File: src/rtl/sgw_pkg.sv
package sgw_pkg;
  localparam int WORD_W     = 32;
  localparam int LEN_W      = 28;
  localparam int SEG_AW     = 31;
  localparam int FLAG_BIT   = 31;
  localparam int WORD_BYTES = 4;
  localparam int DESC_SHIFT = 3;   // 8-byte descriptors

  typedef enum logic [2:0] {
    ST_IDLE,
    ST_REQ_LEN,
    ST_WAIT_LEN,
    ST_REQ_ADR,
    ST_WAIT_ADR,
    ST_EMIT,
    ST_DONE
  } sgw_state_e;
endpackage

File: src/rtl/sgw_desc_field.sv
module sgw_desc_field
  import sgw_pkg::*;
(
  input  logic [WORD_W-1:0] word,
  output logic [LEN_W-1:0]  len_f,
  output logic              flag_f,
  output logic [SEG_AW-1:0] addr_f
);
  // Bits 30:28 of the length word carry nothing for this block.
  logic unused_rsvd;
  assign unused_rsvd = ^word[FLAG_BIT-1:LEN_W];

  assign len_f  = word[LEN_W-1:0];
  assign flag_f = word[FLAG_BIT];
  assign addr_f = word[SEG_AW-1:0];
endmodule

File: src/rtl/sgw_cursor.sv
module sgw_cursor
  import sgw_pkg::*;
#(
  parameter int ADDR_W      = 32,
  parameter int MAX_ENTRIES = 16,
  localparam int IDX_W      = $clog2(MAX_ENTRIES + 1)
) (
  input  logic              clk,
  input  logic              rst_n,
  input  logic              load,
  input  logic [ADDR_W-1:0] base,
  input  logic              advance,
  input  logic              word_sel,   // 0: length word, 1: address word
  output logic [ADDR_W-1:0] word_addr,
  output logic              at_limit
);
  logic [ADDR_W-1:0] base_q;
  logic [IDX_W-1:0]  idx_q;
  logic [ADDR_W-1:0] entry_off;

  always_ff @(posedge clk) begin
    if (!rst_n) begin
      base_q <= '0;
      idx_q  <= '0;
    end else if (load) begin
      base_q <= base;
      idx_q  <= '0;
    end else if (advance) begin
      idx_q  <= idx_q + 1'b1;
    end
  end

  assign entry_off = ADDR_W'(idx_q) << DESC_SHIFT;
  assign word_addr = base_q + entry_off + (word_sel ? ADDR_W'(WORD_BYTES) : '0);
  assign at_limit  = (idx_q == IDX_W'(MAX_ENTRIES - 1));
endmodule

File: src/rtl/sg_list_walker.sv
module sg_list_walker
  import sgw_pkg::*;
#(
  parameter int ADDR_W      = 32,
  parameter int MAX_ENTRIES = 16
) (
  input  logic              clk,
  input  logic              rst_n,
  input  logic              start,
  input  logic              sg_mode,
  input  logic [ADDR_W-1:0] list_base,
  input  logic [SEG_AW-1:0] direct_addr,
  input  logic [LEN_W-1:0]  direct_len,
  output logic              mem_req_valid,
  input  logic              mem_req_ready,
  output logic [ADDR_W-1:0] mem_req_addr,
  input  logic              mem_rsp_valid,
  input  logic [WORD_W-1:0] mem_rsp_data,
  output logic              seg_valid,
  input  logic              seg_ready,
  output logic [SEG_AW-1:0] seg_addr,
  output logic [LEN_W-1:0]  seg_len,
  output logic              seg_last,
  output logic              busy,
  output logic              done,
  output logic              err
);
  sgw_state_e        state_q;
  logic              list_q;
  logic              abort_q;
  logic [LEN_W-1:0]  len_q;
  logic [SEG_AW-1:0] addr_q;
  logic              last_q;

  logic              accept_start;
  logic              seg_fire;
  logic              at_limit;
  logic [LEN_W-1:0]  dec_len;
  logic              dec_flag;
  logic [SEG_AW-1:0] dec_addr;

  assign accept_start = start && (state_q == ST_IDLE);
  assign seg_fire     = (state_q == ST_EMIT) && seg_ready;

  sgw_desc_field u_field (
    .word   (mem_rsp_data),
    .len_f  (dec_len),
    .flag_f (dec_flag),
    .addr_f (dec_addr)
  );

  sgw_cursor #(
    .ADDR_W      (ADDR_W),
    .MAX_ENTRIES (MAX_ENTRIES)
  ) u_cursor (
    .clk       (clk),
    .rst_n     (rst_n),
    .load      (accept_start),
    .base      (list_base),
    .advance   (seg_fire && list_q),
    .word_sel  (state_q == ST_REQ_ADR),
    .word_addr (mem_req_addr),
    .at_limit  (at_limit)
  );

  always_ff @(posedge clk) begin
    if (!rst_n) begin
      state_q <= ST_IDLE;
      list_q  <= 1'b0;
      abort_q <= 1'b0;
      len_q   <= '0;
      addr_q  <= '0;
      last_q  <= 1'b0;
    end else begin
      unique case (state_q)
        ST_IDLE: begin
          if (start) begin
            list_q  <= sg_mode;
            abort_q <= 1'b0;
            if (sg_mode) begin
              state_q <= ST_REQ_LEN;
            end else begin
              addr_q  <= direct_addr;
              len_q   <= direct_len;
              last_q  <= 1'b1;
              state_q <= ST_EMIT;
            end
          end
        end
        ST_REQ_LEN:  if (mem_req_ready) state_q <= ST_WAIT_LEN;
        ST_WAIT_LEN: begin
          if (mem_rsp_valid) begin
            len_q   <= dec_len;
            last_q  <= dec_flag;
            state_q <= ST_REQ_ADR;
          end
        end
        ST_REQ_ADR:  if (mem_req_ready) state_q <= ST_WAIT_ADR;
        ST_WAIT_ADR: begin
          if (mem_rsp_valid) begin
            addr_q  <= dec_addr;
            state_q <= ST_EMIT;
          end
        end
        ST_EMIT: begin
          if (seg_ready) begin
            if (!list_q || last_q) begin
              state_q <= ST_DONE;
            end else if (at_limit) begin
              abort_q <= 1'b1;
              state_q <= ST_DONE;
            end else begin
              state_q <= ST_REQ_LEN;
            end
          end
        end
        ST_DONE: state_q <= ST_IDLE;
        default: state_q <= ST_IDLE;
      endcase
    end
  end

  assign mem_req_valid = (state_q == ST_REQ_LEN) || (state_q == ST_REQ_ADR);
  assign seg_valid     = (state_q == ST_EMIT);
  assign seg_addr      = addr_q;
  assign seg_len       = len_q;
  assign seg_last      = last_q;
  assign busy          = (state_q != ST_IDLE);
  assign done          = (state_q == ST_DONE);
  assign err           = done && abort_q;
endmodule

File: config.mk
export PLATFORM = sky130hd
export DESIGN_NAME = sg_list_walker
export DESIGN_NICKNAME = d
export VERILOG_FILES = /design/src/rtl/sgw_pkg.sv /design/src/rtl/sgw_desc_field.sv /design/src/rtl/sgw_cursor.sv /design/src/rtl/sg_list_walker.sv
export SDC_FILE = /design/constraint.sdc
export NUM_CORES = 1
export LEC_CHECK = 0
export ABC_AREA = 1
export BUFFER_PORTS_ARGS = -buffer_cell sky130_fd_sc_hd__buf_2
export CAP_MARGIN = 15
export CORE_ASPECT_RATIO = 1.2
export CORE_MARGIN = 4
export CORE_UTILIZATION = 45
export CTS_CLUSTER_SIZE = 25
export DETAILED_ROUTE_END_ITERATION = 6
export PLACE_DENSITY = 0.86
export REMOVE_ABC_BUFFERS = 1
export SLEW_MARGIN = 20
export SYNTH_ARGS = -nofsm -noshare
export SYNTH_HDL_FRONTEND = slang
export SYNTH_SLANG_ARGS = --single-unit
export TNS_END_PERCENT = 50
File: constraint.sdc
create_clock -name clk -period 4.9 [get_ports clk]
set_input_delay 0.735 -clock clk [delete_from_list [all_inputs] [get_ports clk]]
set_output_delay 0.735 -clock clk [all_outputs]
set_load 0.01 [all_outputs]
==> flow_summary.json <==
{
  "arrival_ns": 3.00,
  "ios": 227,
  "clk-insertion-delay-late_ns": 0.35,
  "clk_path_buf_depth": 2,
  "cell_family_with_most_cp_delay": "simple AND/OR/NAND/NOR gates",
  "fp.dieW_microns": 110,
  "setup.reg_to_reg.worst_slack_ns": 2.84,
  "syn_area_per_cell_sq_um": 6.39,
  "min_delay_path_depth": 2,
  "cts_hold_buffers": 0,
  "totalWireLength_microns": 17000,
  "htree_levels": 3,
  "finish_stage_setup_viols": 0,
  "grt_remaining_overflow": 0,
  "drc": 0,
  "power.leakage_nw": 3.75,
  "floorplan.die.height_microns": 131,
  "grt_first_pass_wirelength_microns": 26300,
  "synth.yosys.warnings": 0,
  "r2r_cells": 8,
  "cts_tree": "built",
  "netlist_instances": 881,
  "worstSetupPathType": "reg2out",
  "dp_hpwl_microns": 12800,
  "routability_driven_placement_congestion_ratio": 0.943,
  "dr.first_iter.drc_count": 404,
  "whs_endpoint": "u_cursor.base_q[1]$_SDFFE_PN0P_",
  "final_hold_viol_count": 0,
  "grt_antenna_before_repair": 1,
  "timing.fmax_mhz": 268,
  "cts_repair_resize_count": 0,
  "io_buffer_count": 226,
  "result_of_the_run": "finished, final reports clean",
  "worst-path-stages": 16,
  "post_cts.repair.setup_buffers": 0,
  "fp.dieArea_sq_um": 14400,
  "synth_largest_type_area_fraction_pct": 36.3,
  "dr_total_vias": 6208,
  "clock-sinks": 102,
  "clk_pin_slew_worst_paths_ns": 0.07,
  "finalWorstSetupSlack_ns": 1.16,
  "synth-seq-cells": 102,
  "preCtsSetupSlack_ns": 1.54,
  "tritoncts.num_buffers": 9,
  "post_synth_num_cell_types": 28,
  "reg2reg_from": "state_q[0]$_SDFFE_PN0P_",
  "slew_headroom_pct": 36.6,
  "worstMarginPinSlew_ns": 0.948,
  "fin_crit_ns": 3.74,
  "hold_path_startpoint": "u_cursor.base_q[1]$_SDFFE_PN0P_",
  "track_usage_pct": 23.1,
  "ir_drop_worst_case_vdd_v": 0.000256,
  "grt_pass1_vias": 5638,
  "setup.worst_path.end_class": "primary output",
  "cap_viol_max_count": 0,
  "post_route_cells_drive_above_1_share_pct": 23.7,
  "rsz0062_at_grt": "false",
  "timing.critical_path.fanout_max": 9,
  "worstPathBufferInverterCount": 5,
  "clock_tree.root_cell": "sky130_fd_sc_hd__clkbuf_16",
  "critical_path.cell_chain": "nand2_1 -> inv_1 -> nand2_1 -> inv_1 -> ha_1 -> inv_1 -> fa_1 -> inv_1 -> nand3_1 -> nand2_1 -> nand3_1 -> nand2_1 -> nand2_1 -> nand2_1 -> nand2_1 -> buf_2",
  "max_stage_delay_ns": 0.61,
  "core_region_area_sq_um": 12200,
  "design_area_sq_um": 6990,
  "powerDensity_nw_per_um2": 519,
  "placement_rows": 44,
  "layout.nets": 1216,
  "firstDrtPassIters": 5,
  "postRouteAntennaNets": 0,
  "critical-path-slowest-cell": "sky130_fd_sc_hd__dfxtp_1",
  "hold_path.class": "reg2reg",
  "yosys.area.top_type": "sky130_fd_sc_hd__dfxtp_1",
  "total_count_of_max_transition_violations_in_the_final_report": 0,
  "finalClockSkew_ns": 0.00622,
  "seq_area_frac_synth_pct": 36.3,
  "drt-wirelength-per-cell_microns": 13.6,
  "synthToLayoutAreaGrowth_pct": 24.1,
  "critPathRequiredTime_ns": 4.16,
  "grt_max_degree": 68,
  "route.detailed.vias_per_inst": 4.99,
  "finalCritPeriodShare_pct": 76.3,
  "worst_setup_path_start_kind": "register",
  "synth_area_sq_um": 5630,
  "fin_tns_setup_ns": 0,
  "crit_path_frequent_cell": "sky130_fd_sc_hd__nand2_1",
  "rr_endpoint": "seg_addr[23]$_SDFFE_PN0P_",
  "biggest_area_contributors_in_the_synthesized_netlist": "sky130_fd_sc_hd__dfxtp_1, sky130_fd_sc_hd__o21ai_0, sky130_fd_sc_hd__nand2_1, sky130_fd_sc_hd__nor2_1, sky130_fd_sc_hd__inv_1",
  "initial_core_util_pct": 46.3,
  "layout.filler_cells": 1185,
  "detailed_place.area_sq_um": 6700
}
==> routing by layer <==
layer  track usage, %  vias up  share of wire (%)
met5                0        -              0.088
met4             10.2        2                2.6
met3             6.04       33                9.1
met2             40.0      245                 48
met1             26.7     2738                 40
li1                 -     3190                  -
==> tightest hold or removal path, stage by stage, from the launching register on <==
cell	delay, ns
sky130_fd_sc_hd__dfxtp_1	0.31
sky130_fd_sc_hd__inv_1	0.05
sky130_fd_sc_hd__a21oi_1	0.05
==> final cells by class <==
class | instances | area, sq um | area share, %
clock buffer | 9 | 225 | 3.22
timing repair buffer | 231 | 1170 | 16.7
tap | 161 | 201 | 2.88
sequential | 102 | 2040 | 29.2
antenna | 1 | 2.50 | 0.0358
inverter | 104 | 390 | 5.59
clock inverter | 7 | 56.3 | 0.806
multi-input combinational | 629 | 2900 | 41.5
==> logic make-up (layout without fill, tap and decap cells) <==
group | Yosys count | count (layout) | synth area share, %
simple gates | 402 | 402 | 29.1
fa+ha+maj | 9 | 9 | 2.13
buf+inv | 150 | 351 | 12.3
flops | 102 | 102 | 36.3
compound gates | 206 | 206 | 18.4
xor+xnor | 12 | 12 | 1.87
other cells | 0 | 1 | 0
==> stage by stage <==
step           hold slack [ns]  util (%)  total power [mW]  std cells
2_1_floorplan            0.427         -              2.26        835
3_3_place_gp             0.430      55.1              2.91       1227
3_5_place_dp             0.437      55.1              2.94       1227
4_1_cts                  0.448      57.4              3.64       1243
5_1_grt                  0.465      57.4              3.90       1243
6_report                 0.450      57.4              3.62       1244
==> cells in the final DEF, fill, tap and decap left out, drive strengths merged <==
cell,instances
buf,231
nand2,188
o21ai,161
nor2,152
inv,107
dfxtp,102
a21oi,44
nand3,41
nor3,11
xor2,11
clkbuf,9
ha,8
clkinv,4
nand4,3
and2,2
nor3b,2
nand3b,2
diode,1
xnor2,1
nor4,1
o21bai,1
fa,1
==> state kept, by name, summed over array words and instances, names as in the netlist <==
signal           count
seg_last             1
seg_len             28
seg_addr            31
state_q              3
list_q               1
u_cursor.idx_q       5
abort_q              1
u_cursor.base_q     32
==> Yosys cell counts, drive strengths merged <==
| cell type | instances |
|---|---|
| nor2 | 152 |
| nor4 | 1 |
| inv | 104 |
| nand4 | 3 |
| dfxtp | 102 |
| and2 | 2 |
| nand3 | 41 |
| nand3b | 2 |
| a21oi | 44 |
| xor2 | 11 |
| o21ai | 161 |
| ha | 8 |
| nor3 | 11 |
| xnor2 | 1 |
| fa | 1 |
| o21bai | 1 |
| buf | 26 |
| nand2 | 188 |
| clkbuf | 20 |
| nor3b | 2 |
==> power breakdown <==
part	switching, mW	internal (mW)
Clock	0.341	0.352
Combinational	1.04	0.552
Sequential	0.207	1.13
Total	1.59	2.04
==> worst max-delay path by stage <==
stage,endpoint,start
finish,mem_req_addr[18],state_q[0]$_SDFFE_PN0P_
floorplan,mem_req_addr[14],state_q[0]$_SDFFE_PN0P_
detailed placement,mem_req_addr[18],state_q[0]$_SDFFE_PN0P_
global placement,mem_req_addr[18],state_q[0]$_SDFFE_PN0P_
CTS,mem_req_addr[18],state_q[0]$_SDFFE_PN0P_
global route,mem_req_addr[30],state_q[0]$_SDFFE_PN0P_
(Power assumes the default switching activity.)
